<file path="config.mk">
export PLATFORM = sky130hd
export DESIGN_NAME = rms_unit
export DESIGN_NICKNAME = d
export VERILOG_FILES = /design/src/rtl/rms_pkg.sv /design/src/rtl/rms_rotator.sv /design/src/rtl/rms_maskgen.sv /design/src/rtl/rms_ctrl.sv /design/src/rtl/rms_outsel.sv /design/src/rtl/rms_unit.sv
export SDC_FILE = /design/constraint.sdc
export NUM_CORES = 1
export LEC_CHECK = 0
export ABC_AREA = 1
export CAP_MARGIN = 20
export CELL_PAD_IN_SITES_DETAIL_PLACEMENT = 1
export CELL_PAD_IN_SITES_GLOBAL_PLACEMENT = 2
export CORE_MARGIN = 1
export CORE_UTILIZATION = 28
export DETAILED_ROUTE_END_ITERATION = 10
export PLACE_DENSITY_LB_ADDON = 0.2
export SYNTH_ARGS = -nofsm -noshare
export SYNTH_HDL_FRONTEND = slang
export SYNTH_HIERARCHICAL = 1
export SYNTH_SLANG_ARGS = --single-unit
</file>
<file path="constraint.sdc">
create_clock -name vclk -period 7
set_clock_uncertainty 0.1 [all_clocks]
set_input_delay 1.4 -clock vclk [all_inputs]
set_output_delay 1.4 -clock vclk [all_outputs]
set_load 0.02 [all_outputs]
</file>
<file path="src/rtl/rms_pkg.sv">
// Package: shared operation codes for the rotate/mask/shift unit.
// Assumes a three-bit operation field; codes above OP_SHR are unused.
package rms_pkg;

    localparam int RMS_OP_W = 3;

    typedef enum logic [RMS_OP_W-1:0] {
        OP_ROT_MASK  = 3'd0,   // rotate, clear outside [beg, end]
        OP_ROT_CLRHI = 3'd1,   // rotate, clear high-order side only
        OP_ROT_CLRLO = 3'd2,   // rotate, clear low-order side only
        OP_SHL       = 3'd3,   // shift left
        OP_SHR       = 3'd4    // shift right, logical or arithmetic
    } rms_op_e;

endpackage

</file>
<file path="src/rtl/rms_rotator.sv">
// Module: rms_rotator
// Rotates a word left by a binary amount using cascaded 4:1 selector
// stages. Stage k moves the value by digit*4**k, so ceil(log2(W)/2)
// stages cover every amount from 0 to W-1.
// Assumes DATA_W is a power of two.
module rms_rotator #(
    parameter int DATA_W = 64
) (
    input  logic [DATA_W-1:0]         din,
    input  logic [$clog2(DATA_W)-1:0] amt,
    output logic [DATA_W-1:0]         dout
);
    localparam int SH_W  = $clog2(DATA_W);
    localparam int NSTG  = (SH_W + 1) / 2;
    localparam int AMT_W = 2 * NSTG;

    // Rotate left by a constant distance.
    function automatic logic [DATA_W-1:0] rot_const(input logic [DATA_W-1:0] x,
                                                    input int s);
        int d;
        d = s % DATA_W;
        if (d == 0) return x;
        return (x << d) | (x >> (DATA_W - d));
    endfunction

    logic [AMT_W-1:0]  amt_p;
    logic [DATA_W-1:0] stg [NSTG+1];

    assign amt_p  = AMT_W'(amt);
    assign stg[0] = din;

    genvar k;
    generate
        for (k = 0; k < NSTG; k++) begin : g_stage
            localparam int STEP = 4 ** k;
            logic [1:0]        dig;
            logic [DATA_W-1:0] sel_q;
            assign dig = amt_p[2*k +: 2];
            // Pick one of four rotated copies for this stage.
            always_comb begin
                case (dig)
                    2'd0:    sel_q = stg[k];
                    2'd1:    sel_q = rot_const(stg[k], STEP);
                    2'd2:    sel_q = rot_const(stg[k], 2 * STEP);
                    default: sel_q = rot_const(stg[k], 3 * STEP);
                endcase
            end
            assign stg[k+1] = sel_q;
        end
    endgenerate

    assign dout = stg[NSTG];

endmodule

</file>
<file path="src/rtl/rms_maskgen.sv">
// Module: rms_maskgen
// Builds a one-sided mask in big-endian numbering (position p is bit
// DATA_W-1-p). With CLEAR_HIGH=1 the mask holds ones from pos to the
// last position; otherwise it holds ones from position 0 through pos.
module rms_maskgen #(
    parameter int DATA_W     = 64,
    parameter bit CLEAR_HIGH = 1'b1
) (
    input  logic [$clog2(DATA_W)-1:0] pos,
    output logic [DATA_W-1:0]         mask
);
    localparam int SH_W = $clog2(DATA_W);

    genvar i;
    generate
        for (i = 0; i < DATA_W; i++) begin : g_bit
            localparam logic [SH_W-1:0] BEPOS = SH_W'(DATA_W - 1 - i);
            if (CLEAR_HIGH) begin : g_hi
                assign mask[i] = (BEPOS >= pos);
            end else begin : g_lo
                assign mask[i] = (BEPOS <= pos);
            end
        end
    endgenerate

endmodule

</file>
<file path="src/rtl/rms_ctrl.sv">
// Module: rms_ctrl
// Turns the operation code, mode bits and amount into a rotate amount,
// mask boundaries and merge controls for the datapath.
// Assumes DATA_W is a power of two of at least 4.
module rms_ctrl
    import rms_pkg::*;
#(
    parameter int DATA_W = 64
) (
    input  logic [RMS_OP_W-1:0]       op_sel,
    input  logic                      word_mode,
    input  logic                      arith_en,
    input  logic                      ins_en,
    input  logic [$clog2(DATA_W):0]   shamt,
    input  logic [$clog2(DATA_W)-1:0] mask_beg,
    input  logic [$clog2(DATA_W)-1:0] mask_end,
    input  logic                      src_msb,
    input  logic                      src_wmsb,
    output logic [$clog2(DATA_W)-1:0] rot_amt,
    output logic [$clog2(DATA_W)-1:0] beg_pos,
    output logic [$clog2(DATA_W)-1:0] end_pos,
    output logic                      mask_none,
    output logic                      fill_en,
    output logic                      ins_sel,
    output logic                      carry_en,
    output logic                      sign_bit
);
    localparam int SH_W = $clog2(DATA_W);
    localparam int HALF_W = DATA_W / 2;
    localparam logic [SH_W-1:0] HALF_POS = SH_W'(HALF_W);
    localparam logic [SH_W-1:0] LAST_POS = SH_W'(DATA_W - 1);

    logic            ovf;
    logic [SH_W-1:0] n_eff;

    // Overflow flag and effective shift count for the selected width.
    always_comb begin
        ovf      = word_mode ? shamt[SH_W-1] : shamt[SH_W];
        n_eff    = word_mode ? {1'b0, shamt[SH_W-2:0]} : shamt[SH_W-1:0];
        sign_bit = word_mode ? src_wmsb : src_msb;
    end

    // Decode the operation into mask bounds and merge controls.
    always_comb begin
        rot_amt   = shamt[SH_W-1:0];
        beg_pos   = mask_beg;
        end_pos   = mask_end;
        mask_none = 1'b0;
        fill_en   = 1'b0;
        ins_sel   = 1'b0;
        carry_en  = 1'b0;
        case (op_sel)
            OP_ROT_MASK: begin
                ins_sel = ins_en;
            end
            OP_ROT_CLRHI: begin
                end_pos = LAST_POS;
                ins_sel = ins_en;
            end
            OP_ROT_CLRLO: begin
                beg_pos = '0;
                ins_sel = ins_en;
            end
            OP_SHL: begin
                beg_pos   = word_mode ? HALF_POS : '0;
                end_pos   = LAST_POS - n_eff;
                mask_none = ovf;
            end
            OP_SHR: begin
                rot_amt   = SH_W'(0) - shamt[SH_W-1:0];
                beg_pos   = (word_mode ? HALF_POS : '0) + n_eff;
                end_pos   = LAST_POS;
                mask_none = ovf;
                fill_en   = arith_en & sign_bit;
                carry_en  = arith_en;
            end
            default: begin
                mask_none = 1'b1;
            end
        endcase
    end

endmodule

</file>
<file path="src/rtl/rms_outsel.sv">
// Module: rms_outsel
// Combines the two one-sided masks, applies the mask to the rotated
// value, merges zeros, destination bits or sign copies, and forms the
// arithmetic-shift carry.
module rms_outsel #(
    parameter int DATA_W = 64
) (
    input  logic [DATA_W-1:0]         rot_val,
    input  logic [DATA_W-1:0]         dst_val,
    input  logic [DATA_W-1:0]         hi_mask,
    input  logic [DATA_W-1:0]         lo_mask,
    input  logic [$clog2(DATA_W)-1:0] beg_pos,
    input  logic [$clog2(DATA_W)-1:0] end_pos,
    input  logic                      mask_none,
    input  logic                      fill_en,
    input  logic                      ins_sel,
    input  logic                      carry_en,
    input  logic                      sign_bit,
    input  logic                      word_mode,
    output logic [DATA_W-1:0]         result,
    output logic                      carry_out
);
    localparam int HALF_W = DATA_W / 2;

    logic [DATA_W-1:0] m_eff;
    logic [DATA_W-1:0] out_win;

    // Join the two masks: AND when contiguous, OR when wrapping.
    always_comb begin
        if (mask_none)
            m_eff = '0;
        else if (beg_pos <= end_pos)
            m_eff = hi_mask & lo_mask;
        else
            m_eff = hi_mask | lo_mask;
    end

    // Merge masked rotate output with destination or sign fill.
    always_comb begin
        result = rot_val & m_eff;
        if (ins_sel)
            result = result | (dst_val & ~m_eff);
        if (fill_en)
            result = result | ~m_eff;
    end

    // Carry: any operand bit rotated outside the kept field.
    always_comb begin
        out_win   = word_mode ? {{HALF_W{1'b0}}, {HALF_W{1'b1}}} : '1;
        carry_out = carry_en & sign_bit & (|(rot_val & ~m_eff & out_win));
    end

endmodule

</file>
<file path="src/rtl/rms_unit.sv">
// Module: rms_unit (top)
// Combinational rotate/mask/shift unit. One rotator feeds two mask
// generators and an output merge stage. Word mode replicates the low
// half of the source before rotating. No clock or reset: outputs follow
// inputs in the same cycle.
module rms_unit
    import rms_pkg::*;
#(
    parameter int DATA_W = 64
) (
    input  logic [DATA_W-1:0]         src_val,
    input  logic [DATA_W-1:0]         dst_val,
    input  logic [$clog2(DATA_W):0]   shamt,
    input  logic [$clog2(DATA_W)-1:0] mask_beg,
    input  logic [$clog2(DATA_W)-1:0] mask_end,
    input  logic [RMS_OP_W-1:0]       op_sel,
    input  logic                      word_mode,
    input  logic                      arith_en,
    input  logic                      ins_en,
    output logic [DATA_W-1:0]         result,
    output logic                      carry_out
);
    localparam int SH_W   = $clog2(DATA_W);
    localparam int HALF_W = DATA_W / 2;

    logic [DATA_W-1:0] rot_in;
    logic [DATA_W-1:0] rot_val;
    logic [DATA_W-1:0] hi_mask;
    logic [DATA_W-1:0] lo_mask;
    logic [SH_W-1:0]   rot_amt;
    logic [SH_W-1:0]   beg_pos;
    logic [SH_W-1:0]   end_pos;
    logic              mask_none;
    logic              fill_en;
    logic              ins_sel;
    logic              carry_en;
    logic              sign_bit;

    // Replicate the low half in word mode so both halves rotate alike.
    always_comb begin
        rot_in = word_mode ? {2{src_val[HALF_W-1:0]}} : src_val;
    end

    rms_ctrl #(.DATA_W(DATA_W)) ctrl_i (
        .op_sel    (op_sel),
        .word_mode (word_mode),
        .arith_en  (arith_en),
        .ins_en    (ins_en),
        .shamt     (shamt),
        .mask_beg  (mask_beg),
        .mask_end  (mask_end),
        .src_msb   (src_val[DATA_W-1]),
        .src_wmsb  (src_val[HALF_W-1]),
        .rot_amt   (rot_amt),
        .beg_pos   (beg_pos),
        .end_pos   (end_pos),
        .mask_none (mask_none),
        .fill_en   (fill_en),
        .ins_sel   (ins_sel),
        .carry_en  (carry_en),
        .sign_bit  (sign_bit)
    );

    rms_rotator #(.DATA_W(DATA_W)) rot_i (
        .din  (rot_in),
        .amt  (rot_amt),
        .dout (rot_val)
    );

    rms_maskgen #(.DATA_W(DATA_W), .CLEAR_HIGH(1'b1)) mask_hi_i (
        .pos  (beg_pos),
        .mask (hi_mask)
    );

    rms_maskgen #(.DATA_W(DATA_W), .CLEAR_HIGH(1'b0)) mask_lo_i (
        .pos  (end_pos),
        .mask (lo_mask)
    );

    rms_outsel #(.DATA_W(DATA_W)) out_i (
        .rot_val   (rot_val),
        .dst_val   (dst_val),
        .hi_mask   (hi_mask),
        .lo_mask   (lo_mask),
        .beg_pos   (beg_pos),
        .end_pos   (end_pos),
        .mask_none (mask_none),
        .fill_en   (fill_en),
        .ins_sel   (ins_sel),
        .carry_en  (carry_en),
        .sign_bit  (sign_bit),
        .word_mode (word_mode),
        .result    (result),
        .carry_out (carry_out)
    );

endmodule

</file>
==> qor.log, run 1 <==
[run_status] run status finished with violations
[run_status] violations in the final reports setup timing
[yosys] top cell type by total area after synthesis sky130_fd_sc_hd__nand2_1
[min_path] hold_sp arith_en
[yosys] post-synth top area share 0.274
[yosys] cell types with the largest area share after synthesis sky130_fd_sc_hd__nand2_1 (27%), sky130_fd_sc_hd__nand3_1 (23%), sky130_fd_sc_hd__o21ai_0 (6.2%)
[final_layout] Filler Cells Inserted 5885
[setup_path] maximum net fanout on the critical path 7
[route] First DRT Iteration DRCs 1684
[final_layout] relative area change from synthesis to final layout 44.5%
[route] router iterations before antenna repair 5
[timing] unrepaired setup endpoints after global routing yes
[final_layout] area occupied by registers 0 µm²
[setup_path] cell type of the slowest stage on the worst timing path sky130_fd_sc_hd__clkdlybuf4s50_1
[floorplan] number of top-level pins 218
[grt] gr ovfl total 0
[setup_path] library cell appearing most often on the critical path sky130_fd_sc_hd__nand2_1
[final_layout] diodes inserted 0
[route] average via count per standard cell 5.49
[timing] number of pins with negative max-slew slack in the final report 0
[yosys] Distinct cells, synth 40
[final_layout] sequential cell count 0
[setup_path] type of destination of the critical path primary output
[final_layout] area of combinational cells with multiple inputs 10200 µm²
[timing] worst-case headroom to the max-slew limit 0.395
[final_layout] share of post-route cells with drive strength above 1 0.196
[placed_design] post-detailed-placement half-perimeter wirelength 62000 µm
[final_layout] clock buffers 0
[route] Post-route DRC 0
[yosys] Gate Count Post-Synth 2507
[placed_design] input/output buffers 218
[floorplan] overall die width 207 µm
[floorplan] Die Height 207 µm
[yosys] average cell area after synthesis 4.71 µm²
[final_layout] post-layout net count 3101
[setup_path] CP max stage delay 0.49 ns
[setup_path] launching element of the worst setup path op_sel[0]
[power_and_ir_drop] P per Cell Area 144 nW/µm²
[grt] antenna violations before repair 0
[flow_run] max-cap viol count 0
[grt] maximum number of pins on one net before global-route repair 77
[final_layout] final cell utilization of the core 0.414
[yosys] Ys Warns 6
[setup_path] data arrival time at the worst-slack endpoint 5.52 ns
[timing] minimum hold slack 3.51 ns
[route] average wire per standard cell 21.6 µm
[floorplan] full die area 43000 µm²
[timing] post-route fraction of the period consumed by the critical path 1.00
[timing] Total Negative Setup Slacks -0.0199 ns
[power_and_ir_drop] Total Power 2.46 mW
[route] total via count after detailed routing 19053
[yosys] net count after synthesis 2667
[timing] setup-violating endpoint count in the final report 1
[yosys] register area share after synthesis 0
[timing] slack of the critical path -0.0199 ns
[final_layout] most common cell after layout, fill and taps aside sky130_fd_sc_hd__nand2_1
[setup_path] critical path launch point type primary input
[timing] number of hold violations in the final report 0
[power_and_ir_drop] leakage power figure 8.88 nW
[timing] worst-margin pin slew 0.906 ns
[grt] vias in the first global route 18738
[timing] fin crit period 7.02 ns
[placed_design] weighted congestion at the end of routability-driven global placement 0.997
[setup_path] worst setup path category primary input to primary output
[final_layout] most frequent cells in the layout sky130_fd_sc_hd__nand2_1 (858), sky130_fd_sc_hd__nand3_1 (538), sky130_fd_sc_hd__buf_4 (326), sky130_fd_sc_hd__clkdlybuf4s50_1 (212), sky130_fd_sc_hd__inv_1 (189)
[floorplan] effective utilization at floorplan 0.287
[floorplan] placement row count 74
[timing] timing-limited maximum frequency 142 MHz
[route] final WL 74900 µm
[route] number of nets with antenna violations after detailed routing 0
[min_path] type of the most critical hold path primary input to primary output
[floorplan] Std-Cell Core Area 41200 µm²
[grt] wire length of the first global-routing pass 114000 µm
[grt] Overall Global Routing Usage 0.338
[power_and_ir_drop] Max rail drop VDD 58.1 µV
[yosys] cell area after synthesis 11800 µm²
[setup_path] data required time at the worst endpoint 5.50 ns
[cells in the mapped netlist (all sizes together)]
library cell  count
a31oi             2
clkinv            5
ha                7
nand3           569
nand2           919
clkbuf           53
or2              60
o21ai           161
o211ai            5
a21oi            89
buf              95
xor2              1
nand4            92
inv             230
conb              2
nor2            213
o21bai            1
nor3              1
and2              2
[final timing paths]
check / end / slack [ns] / depth (start not counted)
min: carry_out / 3.51 / 6
max: carry_out / -0.02 / 25
[layer usage]
| metal | vias to the layer above | global-route usage | share of wire |
|---|---|---|---|
| li1 | 9065 | - | - |
| met1 | 9143 | 0.482 | 0.46 |
| met2 | 756 | 0.527 | 0.43 |
| met3 | 89 | 0.0470 | 0.077 |
| met4 | 0 | 0.0880 | 0.029 |
| met5 | - | 0 | 0 |
[cells by family (layout without fill, tap and decap cells)]
| group | count (synthesis) | after routing | synth area share |
|---|---|---|---|
| and+or+nand+nor | 1856 | 1857 | 0.725 |
| xor gates and xnor gates | 1 | 1 | 0.000742 |
| buffers and inverters | 383 | 813 | 0.154 |
| AOI/OAI and AO/OA | 258 | 259 | 0.112 |
| adders and majority gates | 7 | 7 | 0.00741 |
| other | 2 | 2 | 0.000636 |
[power breakdown]
| part | internal (mW) | total, mW | leakage [nW] | switching, mW |
|---|---|---|---|---|
| sequential | 0 | 0 | 0 | 0 |
| combinational | 0.971 | 2.46 | 8.88 | 1.49 |
| clock | 0 | 0 | 0 | 0 |
[area by class of cell]
| type | count | share of cell area |
|---|---|---|
| multi-input cells | 2126 | 0.596 |
| repair buffers | 578 | 0.313 |
| inverters | 235 | 0.0524 |
| well taps | 532 | 0.0390 |
[critical path, delay by kind of cell]
family,cells,cell delay (ns)
simple gates,16,1.97
buf+inv,8,1.77
compound gates,1,0.37
[metrics by stage]
| step | setup slack [ns] | std cells | cell area (µm²) |
|---|---|---|---|
| finish | -0.0199 | 3471 | 17100 |
| global route | -0.139 | 3471 | 17100 |
| CTS | 0.0590 | 3465 | 17000 |
| detailed placement | -0.557 | 3440 | 16700 |
| global placement | -0.587 | 3440 | 16700 |
| floorplan | 1.74 | 2507 | 11800 |
[repair_timing]
action / CTS / global route
gates resized for setup: 25 / 13
hold buffers: 0 / 0
buffers inserted: 21 / 6
pin swaps: 22 / 10
gates cloned: 4 / 0
endpoints found under the setup margin: 1 / 8
(Power assumes the default switching activity.)
==> inputs of run 2 (changes only) <==
- CAP_MARGIN: 20 -> not set
==> results of run 2 <==
Same layout as run 1: the final DEF is identical, and so are final timing and power.
